## src/rtl/irq_cfg_pkg.sv

```systemverilog
package irq_cfg_pkg;
  localparam int WORD_W    = 32;
  localparam int IDX_W     = 6;
  localparam int SET_BASE  = 'h00;
  localparam int CLR_BASE  = 'h08;
  localparam int PEND_BASE = 'h10;
  localparam int PRIO_BASE = 'h20;
  localparam int CTRL_ADDR = 'h60;
  localparam int EN_SPAN   = 8;
  localparam int PRIO_SPAN = 64;
  localparam logic [15:0] WR_KEY = 16'h05FA;
  localparam logic [15:0] RD_KEY = 16'hFA05;

  typedef enum logic [2:0] {
    REG_NONE, REG_SET, REG_CLR, REG_PEND, REG_PRIO, REG_CTRL
  } reg_sel_e;
endpackage

```

## src/rtl/irq_addr_dec.sv

```systemverilog
module irq_addr_dec
  import irq_cfg_pkg::*;
#(
  parameter int ADDR_W = 7
) (
  input  logic [ADDR_W-1:0] addr_i,
  output reg_sel_e          sel_o,
  output logic [IDX_W-1:0]  idx_o
);
  int a;
  always_comb begin
    a     = int'(addr_i);
    sel_o = REG_NONE;
    idx_o = '0;
    if (a >= SET_BASE && a < SET_BASE + EN_SPAN) begin
      sel_o = REG_SET;
      idx_o = IDX_W'(a - SET_BASE);
    end else if (a >= CLR_BASE && a < CLR_BASE + EN_SPAN) begin
      sel_o = REG_CLR;
      idx_o = IDX_W'(a - CLR_BASE);
    end else if (a >= PEND_BASE && a < PEND_BASE + EN_SPAN) begin
      sel_o = REG_PEND;
      idx_o = IDX_W'(a - PEND_BASE);
    end else if (a >= PRIO_BASE && a < PRIO_BASE + PRIO_SPAN) begin
      sel_o = REG_PRIO;
      idx_o = IDX_W'(a - PRIO_BASE);
    end else if (a == CTRL_ADDR) begin
      sel_o = REG_CTRL;
    end
  end
endmodule

```

## src/rtl/irq_en_bank.sv

```systemverilog
module irq_en_bank
  import irq_cfg_pkg::*;
#(
  parameter int NUM_LINES = 68
) (
  input  logic                 clk,
  input  logic                 rst_n,
  input  logic                 set_we,
  input  logic                 clr_we,
  input  logic [IDX_W-1:0]     idx,
  input  logic [WORD_W-1:0]    wdata,
  output logic [NUM_LINES-1:0] en_q
);
  logic [NUM_LINES-1:0] en_d;
  logic                 en_load;

  assign en_load = set_we | clr_we;

  // Set and clear windows sit at different addresses, so never both at once.
  always_comb begin
    en_d = en_q;
    for (int i = 0; i < NUM_LINES; i++) begin
      if (idx == IDX_W'(i / WORD_W) && wdata[i % WORD_W]) begin
        if (set_we) en_d[i] = 1'b1;
        if (clr_we) en_d[i] = 1'b0;
      end
    end
  end

  always_ff @(posedge clk or negedge rst_n) begin
    if (!rst_n)       en_q <= '0;
    else if (en_load) en_q <= en_d;
  end
endmodule

```

## src/rtl/irq_prio_bank.sv

```systemverilog
module irq_prio_bank
  import irq_cfg_pkg::*;
#(
  parameter int NUM_LINES = 68,
  parameter int PRIO_W    = 4
) (
  input  logic                        clk,
  input  logic                        rst_n,
  input  logic                        we,
  input  logic [IDX_W-1:0]            idx,
  input  logic [3:0]                  be,
  input  logic [WORD_W-1:0]           wdata,
  output logic [NUM_LINES*PRIO_W-1:0] prio_q
);
  localparam int LPW = WORD_W / 8;   // lines per priority word

  logic [NUM_LINES*PRIO_W-1:0] prio_d;

  // Each byte keeps only its top PRIO_W bits (MSB aligned).
  always_comb begin
    prio_d = prio_q;
    for (int i = 0; i < NUM_LINES; i++) begin
      if (idx == IDX_W'(i / LPW) && be[i % LPW])
        prio_d[i*PRIO_W +: PRIO_W] = wdata[(i % LPW)*8 + 8 - PRIO_W +: PRIO_W];
    end
  end

  always_ff @(posedge clk or negedge rst_n) begin
    if (!rst_n)  prio_q <= '0;
    else if (we) prio_q <= prio_d;
  end
endmodule

```

## src/rtl/irq_cfg_regs.sv

```systemverilog
module irq_cfg_regs
  import irq_cfg_pkg::*;
#(
  parameter int NUM_LINES = 68,
  parameter int PRIO_W    = 4,
  parameter int ADDR_W    = 7
) (
  input  logic                        clk,
  input  logic                        rst_ni,
  input  logic                        bus_sel,
  input  logic                        bus_wr,
  input  logic [ADDR_W-1:0]           bus_addr,
  input  logic [31:0]                 bus_wdata,
  input  logic [3:0]                  bus_be,
  output logic [31:0]                 bus_rdata,
  input  logic [NUM_LINES-1:0]        line_pending,
  input  logic [NUM_LINES-1:0]        line_req_i,
  output logic [NUM_LINES-1:0]        line_req_o,
  output logic [NUM_LINES-1:0]        line_en,
  output logic [NUM_LINES*PRIO_W-1:0] line_prio,
  output logic [2:0]                  prio_group
);
  // Reset: asserted asynchronously, released on the clock.
  logic [1:0] rst_sync;
  logic       rst_n;
  always_ff @(posedge clk or negedge rst_ni) begin
    if (!rst_ni) rst_sync <= 2'b00;
    else         rst_sync <= {rst_sync[0], 1'b1};
  end
  assign rst_n = rst_sync[1];

  reg_sel_e         dsel;
  logic [IDX_W-1:0] didx;
  logic             wr_act;

  irq_addr_dec #(.ADDR_W(ADDR_W)) u_dec (
    .addr_i (bus_addr),
    .sel_o  (dsel),
    .idx_o  (didx)
  );

  assign wr_act = bus_sel & bus_wr;

  irq_en_bank #(.NUM_LINES(NUM_LINES)) u_en (
    .clk    (clk),
    .rst_n  (rst_n),
    .set_we (wr_act && dsel == REG_SET),
    .clr_we (wr_act && dsel == REG_CLR),
    .idx    (didx),
    .wdata  (bus_wdata),
    .en_q   (line_en)
  );

  irq_prio_bank #(.NUM_LINES(NUM_LINES), .PRIO_W(PRIO_W)) u_prio (
    .clk    (clk),
    .rst_n  (rst_n),
    .we     (wr_act && dsel == REG_PRIO),
    .idx    (didx),
    .be     (bus_be),
    .wdata  (bus_wdata),
    .prio_q (line_prio)
  );

  // Grouping field, key protected.
  logic       grp_we;
  logic [2:0] grp_d;
  assign grp_we = wr_act && dsel == REG_CTRL && bus_wdata[31:16] == WR_KEY;
  assign grp_d  = bus_wdata[10:8];

  always_ff @(posedge clk or negedge rst_n) begin
    if (!rst_n)      prio_group <= 3'd0;
    else if (grp_we) prio_group <= grp_d;
  end

  assign line_req_o = line_req_i & line_en;

  // Read-back mux
  always_comb begin
    bus_rdata = '0;
    unique case (dsel)
      REG_SET, REG_CLR: begin
        for (int b = 0; b < WORD_W; b++)
          if (int'(didx) * WORD_W + b < NUM_LINES)
            bus_rdata[b] = line_en[int'(didx) * WORD_W + b];
      end
      REG_PEND: begin
        for (int b = 0; b < WORD_W; b++)
          if (int'(didx) * WORD_W + b < NUM_LINES)
            bus_rdata[b] = line_pending[int'(didx) * WORD_W + b];
      end
      REG_PRIO: begin
        for (int j = 0; j < 4; j++)
          if (int'(didx) * 4 + j < NUM_LINES)
            bus_rdata[8*j + 8 - PRIO_W +: PRIO_W] =
              line_prio[(int'(didx) * 4 + j) * PRIO_W +: PRIO_W];
      end
      REG_CTRL: bus_rdata = {RD_KEY, 5'd0, prio_group, 8'd0};
      default:  bus_rdata = '0;
    endcase
  end
endmodule

```

## config.mk

```make
export PLATFORM = sky130hd
export DESIGN_NAME = irq_cfg_regs
export DESIGN_NICKNAME = d
export VERILOG_FILES = /design/src/rtl/irq_cfg_pkg.sv /design/src/rtl/irq_addr_dec.sv /design/src/rtl/irq_en_bank.sv /design/src/rtl/irq_prio_bank.sv /design/src/rtl/irq_cfg_regs.sv
export SDC_FILE = /design/constraint.sdc
export NUM_CORES = 1
export LEC_CHECK = 0
export BUFFER_PORTS_ARGS = -buffer_cell sky130_fd_sc_hd__buf_2
export CELL_PAD_IN_SITES_DETAIL_PLACEMENT = 2
export CELL_PAD_IN_SITES_GLOBAL_PLACEMENT = 2
export CORE_ASPECT_RATIO = 0.7
export CORE_UTILIZATION = 28
export CTS_CLUSTER_SIZE = 12
export DETAILED_ROUTE_END_ITERATION = 7
export PLACE_DENSITY_LB_ADDON = 0.1
export RECOVER_POWER = 50
export SYNTH_ARGS = -nofsm -noshare
export SYNTH_HDL_FRONTEND = slang
export SYNTH_SLANG_ARGS = --single-unit
```

## constraint.sdc

```tcl
create_clock -name clk -period 10.1 [get_ports clk]
set_input_delay 1.515 -clock clk [delete_from_list [all_inputs] [get_ports clk]]
set_output_delay 1.515 -clock clk [all_outputs]
set_load 0.005 [all_outputs]
```

==> flow_summary.yaml <==
outcome:
  status: "complete, but fails checks"
  violations: "capacitance limit, slew limit"
timing:
  setup_tns_ns: 0
  final-hold-violation-count: 0
  relSlewSlack_pct: -199
  setup_viol: 0
  fin_crit_sh_pct: 68.7
  final.min_clock_period_ns: 6.94
  max_freq_mhz: 144
  worst-slew-pin-transition_ns: 4.48
  slew_violations: 283
  rsz0062_at_grt: "false"
  fin_skew_ns: 0.0124
layout:
  fin_util_pct: 36.3
  register_area_mm2: 0.00863
  area_growth_pct: 28.0
  fill_cells: 6876
  drive_above_1_share_pct: 43.8
  design_area_mm2: 0.0230
  multiInputGateArea_mm2: 0.00885
  fin_cells: 2984
  nets: 2315
die:
  design.die.area_mm2: 0.0652
  core_mm2: 0.0633
  ios: 626
  start_util_pct: 28.4
  die_width_um: 305
  die_h_um: 214
  row_count: 77
global_route:
  grt_pass1_wl_um: 134000
  grt_usage_pct: 28.4
  grt_max_degree: 171
  antenna_found_initial: 10
  gr-total-overflow: 0
  grt_pass1_vias: 17300
critical_path:
  crit_type: "primary input to primary output"
  startpoint_type: "primary input"
  cp-end-kind: "primary output"
  worstPathMaxFanout: 55
  arrival_ns: 5.42
  cp.required_ns: 8.59
yosys:
  syn_avg_cell_area_um2: 11.6
  ys.flop_type: "dfrtp_1"
  synth_edf_count: 0
  syn-num-nets: 1739
  async_flop_share_pct: 100
  synthesis.area_mm2: 0.0180
  synth_seq_area_share_pct: 48.1
  ys_types: 71
  ys.warnings.count: 0
  syn_inst: 1549
  synth-seq-cells: 345
detailed_routing:
  routedWlPerCell_um: 31.6
  vias_per_cell: 5.47
  first_pass_iters: 5
  via_count: 16300
  final_antenna_net_count: 0
  routed_wl_um: 94100
  remaining_drc_errors: 0
  drt-initial-drc-count: 1024
clock_tree:
  clkSlewWorstSetupHoldPaths_ns: 0.06
  clock_path_buffers: 3
  clockRootBuffer: "clkbuf_16"
  ctsResizeCount: 0
  ctsHtreeMaxLevel: 2
  cts_num_sinks: 345
  post_cts_buffers: 0
  postCtsHoldBufs: 0
  cts_tree: "done"
  clk_latency_ns: 0.54
  cts_buffers: 39
place:
  hpwlAfterDp_um: 71100
  gp_congestion: 0.872
  port_buffers: 625
  dp_cells: 2913
  placed_cell_area_mm2: 0.0219
power_and_ir_drop:
  irDropWorstVdd_v: 0.0000856
  leakagePower_uw: 0.0113
  finalPower_uw: 3580
  power.density_mw_per_mm2: 156
hold_path:
  hp-class: "flip-flop to flip-flop"
run:
  drv_cap: 3
-- cell type report --
| type | instances | area share (%) |
|---|---|---|
| clock inverter | 10 | 0.566 |
| sequential | 345 | 37.5 |
| timing repair buffer | 658 | 13.8 |
| antenna | 7 | 0.0762 |
| clock buffer | 54 | 4.89 |
| inverter | 7 | 0.114 |
| tap | 829 | 4.51 |
| multi-input combinational | 1074 | 38.5 |
-- metrics by stage --
step                hold slack [ns]  setup WS, ns
finish                        0.361          3.16
floorplan                     0.331          4.46
detailed placement            0.354          3.17
global placement              0.340          3.35
CTS                           0.367          3.16
global route                  0.367          2.94
-- state kept, by name, summed over array words and instances, names as in the netlist --
name / count
u_prio.prio_q: 272
u_en.en_q: 68
prio_group: 3
rst_sync: 2
-- layout by cell type (no fill, tap or decap), types with 25 or more instances in the layout --
cell type and n:
dfrtp_1 345, and2_1 71, nor3_1 36, nor2_1 48, a31oi_1 65, a221oi_1 50, clkbuf_1 168, nand2_1 85
o21ai_0 38, mux2_2 305, a21oi_1 98, buf_4 33, nor3_2 27, mux4_2 25, clkbuf_16 41, buf_2 461
-- worst paths after layout --
kind,cells after the start,slack [ns],startpoint,endpoint
hold reg to reg,0,0.36,rst_sync[0],rst_sync[1]
max in group asynchronous,1,3.96,rst_sync[1],u_prio.prio_q[263]
hold / removal,0,0.36,rst_sync[0],rst_sync[1]
setup reg to reg,1,3.96,rst_sync[1],u_prio.prio_q[263]
min in group asynchronous,1,0.76,rst_ni,rst_sync[1]
setup / recovery,9,3.16,bus_addr[0],bus_rdata[14]
-- power breakdown --
| part | switching [uW] | internal (uW) |
|---|---|---|
| clock | 592 | 850 |
| combinational | 340 | 214 |
| sequential | 118 | 1460 |
-- Yosys cell counts (7+ instances only) --
cell type	n	area share, %
o21ai_0	38	1.1
mux4_2	25	3.1
nor2_1	53	1.1
clkbuf_1	77	1.6
buf_1	10	0.21
a211oi_1	12	0.50
nand2_1	85	1.8
a21oi_1	98	2.7
a32oi_1	10	0.49
or3_1	7	0.24
a221oi_1	50	2.4
a221o_1	11	0.61
nor4_1	8	0.28
a31oi_1	66	2.3
mux2i_1	24	1.3
and2_1	71	2.5
mux2_2	305	19
nor3_2	26	1.4
buf_2	31	0.86
a211o_1	9	0.44
dfrtp_1	345	48
inv_1	7	0.15
nor3_1	37	1.0
nor2b_1	10	0.35
nand3_1	19	0.53
ha_1	7	0.49
nor4_2	8	0.56
-- worst max-delay path: stages --
cell,delay (ns)
buf_4,0.64
or4b_1,0.33
a211o_1,0.62
nand2_1,0.25
or4_1,0.77
or4_1,0.63
nor4_1,0.30
a211o_1,0.22
buf_2,0.13
-- logic make-up (layout without fill, tap and decap cells) --
group | Yosys count | count (layout) | synth area share, %
multiplexers | 358 | 358 | 23.8
buffers and inverters | 130 | 729 | 3.02
AO/OA/AOI/OAI | 343 | 343 | 12.9
flip-flops | 345 | 345 | 48.1
other | 1 | 8 | 0.0209
adder cells (fa/ha/maj) | 7 | 7 | 0.487
AND/OR/NAND/NOR | 365 | 365 | 11.7
-- layer usage --
metal / part of all wire (%) / GRT usage (%)
met1: 47 / 40.5
met2: 46 / 44.3
met3: 5.3 / 5.36
met4: 2.0 / 6.52
met5: 0.013 / 0
(Power assumes the default switching activity.)
